--- src/rtl/seg_pkg.sv ---
package seg_pkg;

    // One window register: end and start in 8 MB units, low half reserved.
    typedef struct packed {
        logic [7:0]  end_u;
        logic [7:0]  start_u;
        logic [15:0] rsvd;
    } seg_reg_t;

    typedef enum logic [0:0] {
        ST_IDLE  = 1'b0,
        ST_APPLY = 1'b1
    } wr_state_e;

endpackage

--- src/rtl/seg_write_check.sv ---
module seg_write_check
    import seg_pkg::*;
#(
    parameter int          NUM_CS     = 5,
    parameter int          IDX_W      = 3,
    parameter logic [7:0]  WIN_BASE_U = 8'h40,
    parameter int          WIN_SIZE_U = 32
) (
    input  logic [IDX_W-1:0] idx,
    input  logic [31:0]      raw,
    input  seg_reg_t         cur [NUM_CS],
    output seg_reg_t         new_seg,
    output logic             same,
    output logic             cs0_fix,
    output logic             reject,
    output logic             misalign,
    output logic             overlap
);
    localparam logic [8:0] LIMIT_U = {1'b0, WIN_BASE_U} + 9'(WIN_SIZE_U);

    seg_reg_t    cand;
    logic [7:0]  size_u;
    logic [NUM_CS-1:0] ov;

    always_comb begin
        cand      = seg_reg_t'(raw);
        cand.rsvd = '0;
        same      = (raw == 32'(cur[idx]));
        cs0_fix   = (idx == '0) && (cand.start_u != WIN_BASE_U);
        if (cs0_fix) begin
            cand.start_u = WIN_BASE_U;
        end
        reject = ({1'b0, cand.end_u} <= {1'b0, WIN_BASE_U}) ||
                 ({1'b0, cand.start_u} > LIMIT_U);
        size_u = (cand.end_u > cand.start_u) ? (cand.end_u - cand.start_u) : 8'd0;
    end

    for (genvar i = 0; i < NUM_CS; i++) begin : g_ov
        assign ov[i] = (idx != IDX_W'(i)) &&
                       (cur[i].end_u > cur[i].start_u) &&
                       (size_u != 8'd0) &&
                       (cand.end_u > cur[i].start_u) &&
                       (cand.start_u < cur[i].end_u);
    end

    assign misalign = !reject && (size_u != 8'd0) && ((cand.start_u % size_u) != 8'd0);
    assign overlap  = !reject && (|ov);
    assign new_seg  = cand;

endmodule

--- src/rtl/seg_addr_decode.sv ---
module seg_addr_decode #(
    parameter int NUM_CS     = 5,
    parameter int IDX_W      = 3,
    parameter int ADDR_W     = 32,
    parameter int UNIT_SHIFT = 23
) (
    input  logic [7:0]        start_u [NUM_CS],
    input  logic [7:0]        end_u   [NUM_CS],
    input  logic              bus_valid,
    input  logic [ADDR_W-1:0] bus_addr,
    output logic              hit,
    output logic [NUM_CS-1:0] sel,
    output logic [IDX_W-1:0]  idx,
    output logic [ADDR_W-1:0] offset,
    output logic              dflt
);
    localparam int UW = ADDR_W - UNIT_SHIFT;

    logic [UW:0]        addr_u;
    logic [NUM_CS-1:0]  match;
    logic [ADDR_W-1:0]  win_base;

    assign addr_u = {1'b0, bus_addr[ADDR_W-1:UNIT_SHIFT]};

    for (genvar i = 0; i < NUM_CS; i++) begin : g_match
        assign match[i] = (end_u[i] > start_u[i]) &&
                          (addr_u >= (UW+1)'(start_u[i])) &&
                          (addr_u <  (UW+1)'(end_u[i]));
    end

    always_comb begin
        idx = '0;
        for (int i = NUM_CS - 1; i >= 0; i--) begin
            if (match[i]) begin
                idx = IDX_W'(i);
            end
        end
        hit      = bus_valid && (|match);
        dflt     = bus_valid && !(|match);
        win_base = ADDR_W'(start_u[idx]) << UNIT_SHIFT;
        sel      = hit ? (NUM_CS'(1) << idx) : '0;
        offset   = hit ? (bus_addr - win_base) : '0;
        if (!hit) begin
            idx = '0;
        end
    end

endmodule

--- src/rtl/cs_segment_decoder.sv ---
module cs_segment_decoder
    import seg_pkg::*;
#(
    parameter int          NUM_CS     = 5,
    parameter int          ADDR_W     = 32,
    parameter int          UNIT_SHIFT = 23,
    parameter logic [7:0]  WIN_BASE_U = 8'h40,
    parameter int          WIN_SIZE_U = 32,
    parameter int          CS0_DEF_U  = 8,
    parameter int          CSN_DEF_U  = 4,
    localparam int         IDX_W      = (NUM_CS > 1) ? $clog2(NUM_CS) : 1
) (
    input  logic              clk,
    input  logic              rst_n,
    input  logic              wr_en,
    input  logic [IDX_W-1:0]  wr_idx,
    input  logic [31:0]       wr_data,
    input  logic [IDX_W-1:0]  rd_idx,
    output logic [31:0]       rd_data,
    input  logic              bus_valid,
    input  logic [ADDR_W-1:0] bus_addr,
    output logic              bus_hit,
    output logic [NUM_CS-1:0] bus_cs_sel,
    output logic [IDX_W-1:0]  bus_cs_idx,
    output logic [ADDR_W-1:0] bus_offset,
    output logic              bus_default,
    output logic              err_cs0_fixed,
    output logic              err_rejected,
    output logic              err_misaligned,
    output logic              err_overlap
);

    function automatic seg_reg_t default_seg(input int i);
        int s;
        int e;
        s = (i == 0) ? int'(WIN_BASE_U) : int'(WIN_BASE_U) + CS0_DEF_U + (i - 1) * CSN_DEF_U;
        e = s + ((i == 0) ? CS0_DEF_U : CSN_DEF_U);
        default_seg = '{end_u: 8'(e), start_u: 8'(s), rsvd: 16'h0};
    endfunction

    wr_state_e         state_q, state_d;
    seg_reg_t          seg_q [NUM_CS];
    logic [IDX_W-1:0]  pend_idx_q;
    logic [31:0]       pend_data_q;
    logic              wr_accept;

    seg_reg_t          chk_new;
    logic              chk_same, chk_cs0, chk_rej, chk_mis, chk_ovl;
    logic [7:0]        start_u [NUM_CS];
    logic [7:0]        end_u   [NUM_CS];

    assign wr_accept = wr_en && (int'(wr_idx) < NUM_CS);

    for (genvar i = 0; i < NUM_CS; i++) begin : g_fields
        assign start_u[i] = seg_q[i].start_u;
        assign end_u[i]   = seg_q[i].end_u;
    end

    // State register
    always_ff @(posedge clk) begin
        if (!rst_n) begin
            state_q <= ST_IDLE;
        end else begin
            state_q <= state_d;
        end
    end

    // Next state
    always_comb begin
        state_d = state_q;
        unique case (state_q)
            ST_IDLE:  state_d = wr_accept ? ST_APPLY : ST_IDLE;
            ST_APPLY: state_d = wr_accept ? ST_APPLY : ST_IDLE;
            default:  state_d = ST_IDLE;
        endcase
    end

    seg_write_check #(
        .NUM_CS(NUM_CS), .IDX_W(IDX_W),
        .WIN_BASE_U(WIN_BASE_U), .WIN_SIZE_U(WIN_SIZE_U)
    ) u_check (
        .idx(pend_idx_q), .raw(pend_data_q), .cur(seg_q),
        .new_seg(chk_new), .same(chk_same), .cs0_fix(chk_cs0),
        .reject(chk_rej), .misalign(chk_mis), .overlap(chk_ovl)
    );

    // Capture, commit and flag outputs
    always_ff @(posedge clk) begin
        if (!rst_n) begin
            for (int i = 0; i < NUM_CS; i++) begin
                seg_q[i] <= default_seg(i);
            end
            pend_idx_q     <= '0;
            pend_data_q    <= '0;
            err_cs0_fixed  <= 1'b0;
            err_rejected   <= 1'b0;
            err_misaligned <= 1'b0;
            err_overlap    <= 1'b0;
        end else begin
            err_cs0_fixed  <= 1'b0;
            err_rejected   <= 1'b0;
            err_misaligned <= 1'b0;
            err_overlap    <= 1'b0;
            if (wr_accept) begin
                pend_idx_q  <= wr_idx;
                pend_data_q <= wr_data;
            end
            unique case (state_q)
                ST_IDLE: ;
                ST_APPLY: begin
                    if (!chk_same) begin
                        err_cs0_fixed  <= chk_cs0;
                        err_rejected   <= chk_rej;
                        err_misaligned <= chk_mis;
                        err_overlap    <= chk_ovl;
                        if (!chk_rej) begin
                            seg_q[pend_idx_q] <= chk_new;
                        end
                    end
                end
                default: ;
            endcase
        end
    end

    always_comb begin
        rd_data = '0;
        if (int'(rd_idx) < NUM_CS) begin
            rd_data = 32'(seg_q[rd_idx]);
        end
    end

    seg_addr_decode #(
        .NUM_CS(NUM_CS), .IDX_W(IDX_W), .ADDR_W(ADDR_W), .UNIT_SHIFT(UNIT_SHIFT)
    ) u_decode (
        .start_u(start_u), .end_u(end_u),
        .bus_valid(bus_valid), .bus_addr(bus_addr),
        .hit(bus_hit), .sel(bus_cs_sel), .idx(bus_cs_idx),
        .offset(bus_offset), .dflt(bus_default)
    );

endmodule

--- config.mk ---
export PLATFORM = sky130hd
export DESIGN_NAME = cs_segment_decoder
export DESIGN_NICKNAME = d
export VERILOG_FILES = /design/src/rtl/seg_pkg.sv /design/src/rtl/seg_write_check.sv /design/src/rtl/seg_addr_decode.sv /design/src/rtl/cs_segment_decoder.sv
export SDC_FILE = /design/constraint.sdc
export NUM_CORES = 1
export LEC_CHECK = 0
export BUFFER_PORTS_ARGS = -buffer_cell sky130_fd_sc_hd__buf_2
export CORE_ASPECT_RATIO = 0.75
export CORE_MARGIN = 1.5
export CORE_UTILIZATION = 55
export CTS_CLUSTER_DIAMETER = 80
export CTS_CLUSTER_SIZE = 10
export DETAILED_ROUTE_END_ITERATION = 10
export HOLD_SLACK_MARGIN = 0.12
export PLACE_DENSITY_LB_ADDON = 0.25
export SYNTH_ARGS = -nofsm -noshare
export SYNTH_HDL_FRONTEND = slang
export SYNTH_SLANG_ARGS = --single-unit
--- constraint.sdc ---
create_clock -name clk -period 13.1 [get_ports clk]
set_input_delay 0.655 -clock clk [delete_from_list [all_inputs] [get_ports clk]]
set_output_delay 0.655 -clock clk [all_outputs]
set_load 0.05 [all_outputs]
==> out/metrics.csv, run 1 <==
stage;metric;value;unit
final_layout;final net count;2159;
critical_path;Crit. End Element;flip-flop;
grt;vias in the first global route;13100;
die;IO Count;152;
sta;Worst slew margin;23.4;%
place;final RePlAce weighted congestion;1.01;
synth;dominant synthesized flop cell;dfxtp_1;
final_layout;most common cell after layout, fill and taps aside;ha_1;
grt;initial antenna violation count;1;
grt;largest net degree at the start of global routing;83;
critical_path;Critical Path RT;13.42;ns
synth;Yosys top cell area share;22.7;%
cts;Max H-tree Level;4;
grt;first-pass GRT wire length;73100;um
drt;DRC viols;0;
grt;GRT Util Overall;38.3;%
sta;Final WS setup;-0.179;ns
outcome;status;complete, but fails checks;
critical_path;critical path class;flip-flop to flip-flop;
synth;Syn. warnings;0;
sta;unrepaired setup endpoints after global routing;true;
sta;fin crit share;101;%
drt;Detail Route Antenna Nets;0;
min_path;Hold WC Path Type;input port to flip-flop;
synth;Synth Cell Area;13300;sq um
flow_run;max cap viols;0;
grt;total congestion overflow;0;
drt;DR pass1 iterations;6;
cts;CTS tree;done;
place;DP Wirelength;37300;um
cts;CTS root buf;clkbuf_16;
critical_path;CP max stage delay;0.57;ns
critical_path;Top cell by count, worst path;o21a_1;
die;Core Rows;49;
final_layout;final core occ;66.0;%
synth;Synth Area per Inst;8.05;sq um
drt;wirelength, routed;49500;um
cts;Inserted Clock Buffers;17;
die;DIE WIDTH;183;um
die;core area;23900;sq um
drt;Via-to-Cell Ratio;6.50;
sta;WHS;0.459;ns
synth;Synth Instances;1657;
drt;mean routed wirelength per cell;22.9;um
synth;Cell variety after synth;85;
die;Die Area;25200;sq um
final_layout;fraction of layout cells with a size suffix above 1;19.9;%
final_layout;synthesis-to-layout area growth;18.2;%
critical_path;CP arrival;13.60;ns
die;Initial Utilization;55.8;%
synth;Post-synth EDFFs;0;
cts;Reg clk slew, reported paths;0.06;ns
synth;Synth area leader;ha_1;
critical_path;kind of launch point of the worst setup path;flip-flop;
synth;sequential area share after synthesis;18.0;%
critical_path;Max FO, Critical Path;6;
cts;cts-stage hold buffer count;0;
synth;top post-synthesis cells by area;ha_1 23%, dfxtp_1 18%, mux2i_1 7.1%;
sta;clock skew;0.0136;ns
outcome;failing checks;setup timing;
sta;Slew @ Worst Pin;1.15;ns
sta;Fmax achieved;0.0753;GHz
die;Die Ht;138;um
cts;CTS Sinks;120;
drt;DR iter-0 viols;1727;
place;Port Buffers;135;
cts;clk buf depth;2;
critical_path;slowest CP cell;or4b_4;
final_layout;commonest cells after routing, fill and taps aside;232 x ha_1, 144 x nand2_1, 135 x buf_2, 128 x nor2_1, 119 x dfxtp_1;
sta;fin. max-slew vios;0;
cts;later-pin clock latency in the skew report;0.43;ns
sta;Tmin final;13.28;ns
synth;ys async rst share;0;%
sta;final setup fails;1;
drt;via count;14000;
sta;final hold violation count;0;
synth;#FFs+latches synth;120;
## through the flow
step	setup slack [ns]	TNS, ns	std cells	instance area, sq um
floorplan	0.0434	0	1672	13500
global placement	0.115	0	2092	14600
detailed placement	-0.508	-0.508	2092	14600
CTS	0.0133	0	2131	15300
global route	-0.673	-0.673	2160	15800
finish	-0.179	-0.179	2160	15800
## cells in the mapped netlist, drive strengths merged, types with 7 or more instances
master and count:
xor2 21, ha 242, a21boi 10, and2 7, o22ai 25, nor2b 23, o21a 41, nand2b 30
buf 35, a21oi 115, xnor2 17, a211oi 10, mux4 16, mux2i 95, dfxtp 120, clkbuf 56
a22oi 20, or3 8, and3 42, nor2 135, o211ai 22, nand2 150, nand3 25, nor3 25
o21ai 73, inv 118, nand4 27, a21o 48
## cell type report
type                       instances  area [sq um]
timing repair buffer             240          1480
clock buffer                      17           425
tap                              306           383
antenna                            1          2.50
sequential                       120          2400
fill                            2017          8140
clock inverter                    15           166
multi-input combinational       1342         10500
inverter                         119           452
## final timing paths
| kind | start | end | slack [ns] | cells past startpoint |
|---|---|---|---|---|
| max | pend_idx_q[2] | err_misaligned | -0.18 | 63 |
| min | wr_data[12] | pend_data_q[12] | 0.46 | 3 |
| max reg2reg | pend_idx_q[2] | err_misaligned | -0.18 | 63 |
| min reg2reg | pend_data_q[10] | pend_data_q[10] | 0.46 | 2 |
## logic make-up (layout without fill, tap and decap cells)
| logic type | count (synthesis) | count (layout) | share of synthesized area, % |
|---|---|---|---|
| simple gates | 497 | 497 | 17.9 |
| mux | 115 | 115 | 10.2 |
| xor+xnor | 38 | 38 | 2.49 |
| other cells | 1 | 17 | 0.0281 |
| fa+ha+maj | 245 | 245 | 23.1 |
| buf+inv | 210 | 391 | 6.80 |
| compound gates | 431 | 431 | 21.4 |
| flops | 120 | 120 | 18.0 |
## worst max-delay path, delay by kind of cell (launching register included)
| family | cells | cell delay, ns |
|---|---|---|
| compound gates | 30 | 5.53 |
| simple gates | 16 | 3.48 |
| fa+ha+maj | 9 | 2.63 |
| mux | 4 | 0.74 |
| flops | 1 | 0.32 |
| buf+inv | 4 | 0.46 |
## metal layers
layer	up-vias	share of wire (%)	track usage, %	wire length [um]
met4	2	4.0	15.3	1960
met2	940	41	58.0	20300
met5	-	0.13	1.60	65
met3	184	15	13.8	7220
met1	6533	40	49.6	20000
li1	6375	-	-	-
## flip-flops by register name, summed over array words and instances (netlist names)
name / flops
pend_idx_q: 3
err_rejected: 1
err_overlap: 1
err_misaligned: 1
seg_q: 40
err_cs0_fixed: 1
end_u: 40
pend_data_q: 32
state_q: 1
## repair_timing
action                                  in CTS  in global routing
setup buffers                                7                 27
endpoints found under the setup margin       1                  1
endpoints found under the hold margin        0                  0
cloned                                       0                  1
pin swaps                                   12                 51
resized for setup                           11                 57
Power of run 1 is not shown: default switching activity piles up to over one toggle a cycle in this logic, so the estimate is an artifact.
==> run 2, diff against run 1 <==
Settings changed: MAX_ROUTING_LAYER from default to met4.
==> out/metrics.csv, run 2 (synthesis results as in run 1) <==
stage;metric;value;unit;change
sta;Slew @ Worst Pin;1.21;ns;+0.0592 ns
drt;DRC viols;0;;unchanged
critical_path;Critical Path RT;13.43;ns;about the same
critical_path;CP arrival;13.34;ns;-0.26 ns
outcome;status;finished, final reports clean;;
die;Initial Utilization;55.8;%;unchanged
drt;wirelength, routed;49100;um;-0.80%
final_layout;commonest cells after routing, fill and taps aside;235 x ha_1, 143 x nand2_1, 135 x buf_2, 129 x nor2_1, 120 x dfxtp_1;;
place;final RePlAce weighted congestion;1.02;;+1.1%
cts;Inserted Clock Buffers;17;;unchanged
final_layout;synthesis-to-layout area growth;17.3;%;
grt;largest net degree at the start of global routing;83;;unchanged
grt;met3 GRT Util;12.3;%;-1.4 points
flow_run;max cap viols;0;;unchanged
cts;clk buf depth;2;;unchanged
grt;initial antenna violation count;3;;+2
min_path;Worst Hold End;pend_data_q[13];;
place;Port Buffers;135;;unchanged
critical_path;worst reg2reg endpoint;err_misaligned;;
grt;first-pass GRT wire length;73400;um;+0.29%
critical_path;Max FO, Critical Path;12;;+6
sta;fin crit share;99.3;%;-2.1 points
die;core area;23900;sq um;unchanged
place;placed cell count;2091;;-0.048%
critical_path;Crit. End Element;flip-flop;;
sta;Tmin final;13.01;ns;-0.269 ns
drt;mean routed wirelength per cell;22.8;um;-0.57%
sta;unrepaired setup endpoints after global routing;true;;
critical_path;R2R Path Start;pend_idx_q[0];;
die;Core Rows;49;;unchanged
power;Power, Total;0.00557;W;
drt;DR pass1 iterations;8;;+2
grt;met2 Use GR;57.5;%;-0.42 points
drt;DR iter-0 viols;1672;;-3.2%
die;IO Count;152;;unchanged
min_path;WHS Path Cells;2;;-1
place;Place WS;-0.264;ns;+0.245 ns
grt;vias in the first global route;13000;;-0.83%
place;Area after DPL;14600;sq um;about the same
critical_path;Top cell by count, worst path;o21a_1;;
die;Die Ht;138;um;unchanged
cts;Max H-tree Level;4;;unchanged
min_path;Hold Crit Start;pend_data_q[13];;
sta;final setup fails;0;;-1
sta;fin. max-slew vios;0;;unchanged
final_layout;fraction of layout cells with a size suffix above 1;18.9;%;-1.0 points
sta;final hold violation count;0;;unchanged
die;Die Area;25200;sq um;unchanged
critical_path;family with the most delay on the worst path;compound AO/OA/AOI/OAI gates;;
critical_path;kind of launch point of the worst setup path;flip-flop;;
critical_path;slowest CP cell;or4_1;;
place;DP Wirelength;37100;um;-0.66%
cts;CTS Sinks;120;;unchanged
critical_path;Reg2Reg Setup Slack;0.09;ns;+0.27 ns
grt;busiest grt layer;met2;;
final_layout;final net count;2152;;-0.32%
power;peak supply drop;0.000742;V;
sta;clock skew;0.00914;ns;-0.00443 ns
critical_path;Worst R2R Path Depth;67;;+6.3%
cts;CTS root buf;clkbuf_16;;
die;DIE WIDTH;183;um;unchanged
critical_path;Buf+Inv Stages, Crit Path;6;;+2
critical_path;critical path class;flip-flop to flip-flop;;
grt;total congestion overflow;0;;unchanged
grt;met1 Resource Use GR;51.4;%;+1.8 points
power;Static Leak;7.86;nW;
drt;Via-to-Cell Ratio;6.53;;+0.57%
sta;Worst slew margin;19.5;%;-3.9 points
sta;Fmax achieved;0.0769;GHz;+2.1%
sta;Final WS setup;0.0892;ns;+0.269 ns
critical_path;CP max stage delay;0.49;ns;-0.08 ns
cts;later-pin clock latency in the skew report;0.43;ns;about the same
cts;Reg clk slew, reported paths;0.06;ns;about the same
cts;cts-stage hold buffer count;0;;unchanged
drt;via count;14100;;+0.33%
drt;Detail Route Antenna Nets;0;;unchanged
final_layout;most common cell after layout, fill and taps aside;ha_1;;
min_path;Hold WC Path Type;flip-flop to flip-flop;;
final_layout;final instance area;15700;sq um;-0.79%
final_layout;non-filler cells, final;2155;;-0.23%
cts;CTS tree;done;;
power;PD cells;356;nW/um^2;
grt;GRT Util Overall;39.5;%;+1.2 points
[run 2: report_power, final]
group          internal (W)  switching [W]
clock network      0.000301       0.000194
registers          0.000372     0.00000633
logic               0.00221        0.00248
total               0.00288        0.00269
[run 2: stage by stage]
step	hold slack [ns]	util, %	TNS, ns
6_report	0.457	65.5	0
5_1_grt	0.465	65.5	-0.547
4_1_cts	0.458	64.1	0
3_5_place_dp	0.450	60.9	-0.264
3_3_place_gp	0.442	60.9	0
2_1_floorplan	0.436	-	0
[run 2: tightest hold or removal path, cell delays in order (launching register included)]
cell	delay [ns]
dfxtp_1	0.31
nand2_1	0.05
a21oi_1	0.05
[run 2: worst max path at each step]
stage                  startpoint              to  slack [ns]  depth (start not counted)
floorplan           pend_idx_q[0]  err_misaligned        0.04                         66
CTS                 pend_idx_q[0]  err_misaligned       0.009                         65
finish              pend_idx_q[0]  err_misaligned        0.09                         67
detailed placement  pend_idx_q[0]  err_misaligned       -0.26                         64
global placement    pend_idx_q[0]  err_misaligned        0.11                         63
global route        pend_idx_q[0]  err_misaligned       -0.55                         70
[run 2: repair_timing]
| action | CTS | global route |
|---|---|---|
| setup buffers | 15 | 14 |
| endpoints found under the hold margin | 0 | 0 |
| setup endpoints to repair | 1 | 1 |
| pin swaps | 14 | 37 |
| gates resized for setup | 9 | 42 |
| cloned | 0 | 0 |
[run 2: cell type report]
type | instances | area (sq um)
Multi-Input combinational cell | 1342 | 10400
Fill cell | 2066 | 8260
Sequential cell | 120 | 2400
Timing Repair Buffer | 233 | 1440
Inverter | 119 | 447
Clock buffer | 18 | 429
Tap cell | 306 | 383
Clock inverter | 14 | 174
Antenna cell | 3 | 7.51
[run 2: layer usage]
layer | up-vias | routed length, um
li1 | 6363 | -
met1 | 6637 | 20100
met2 | 936 | 20100
met3 | 145 | 7000
met4 | 0 | 1870
met5 | - | 0
(Power assumes the default switching activity.)
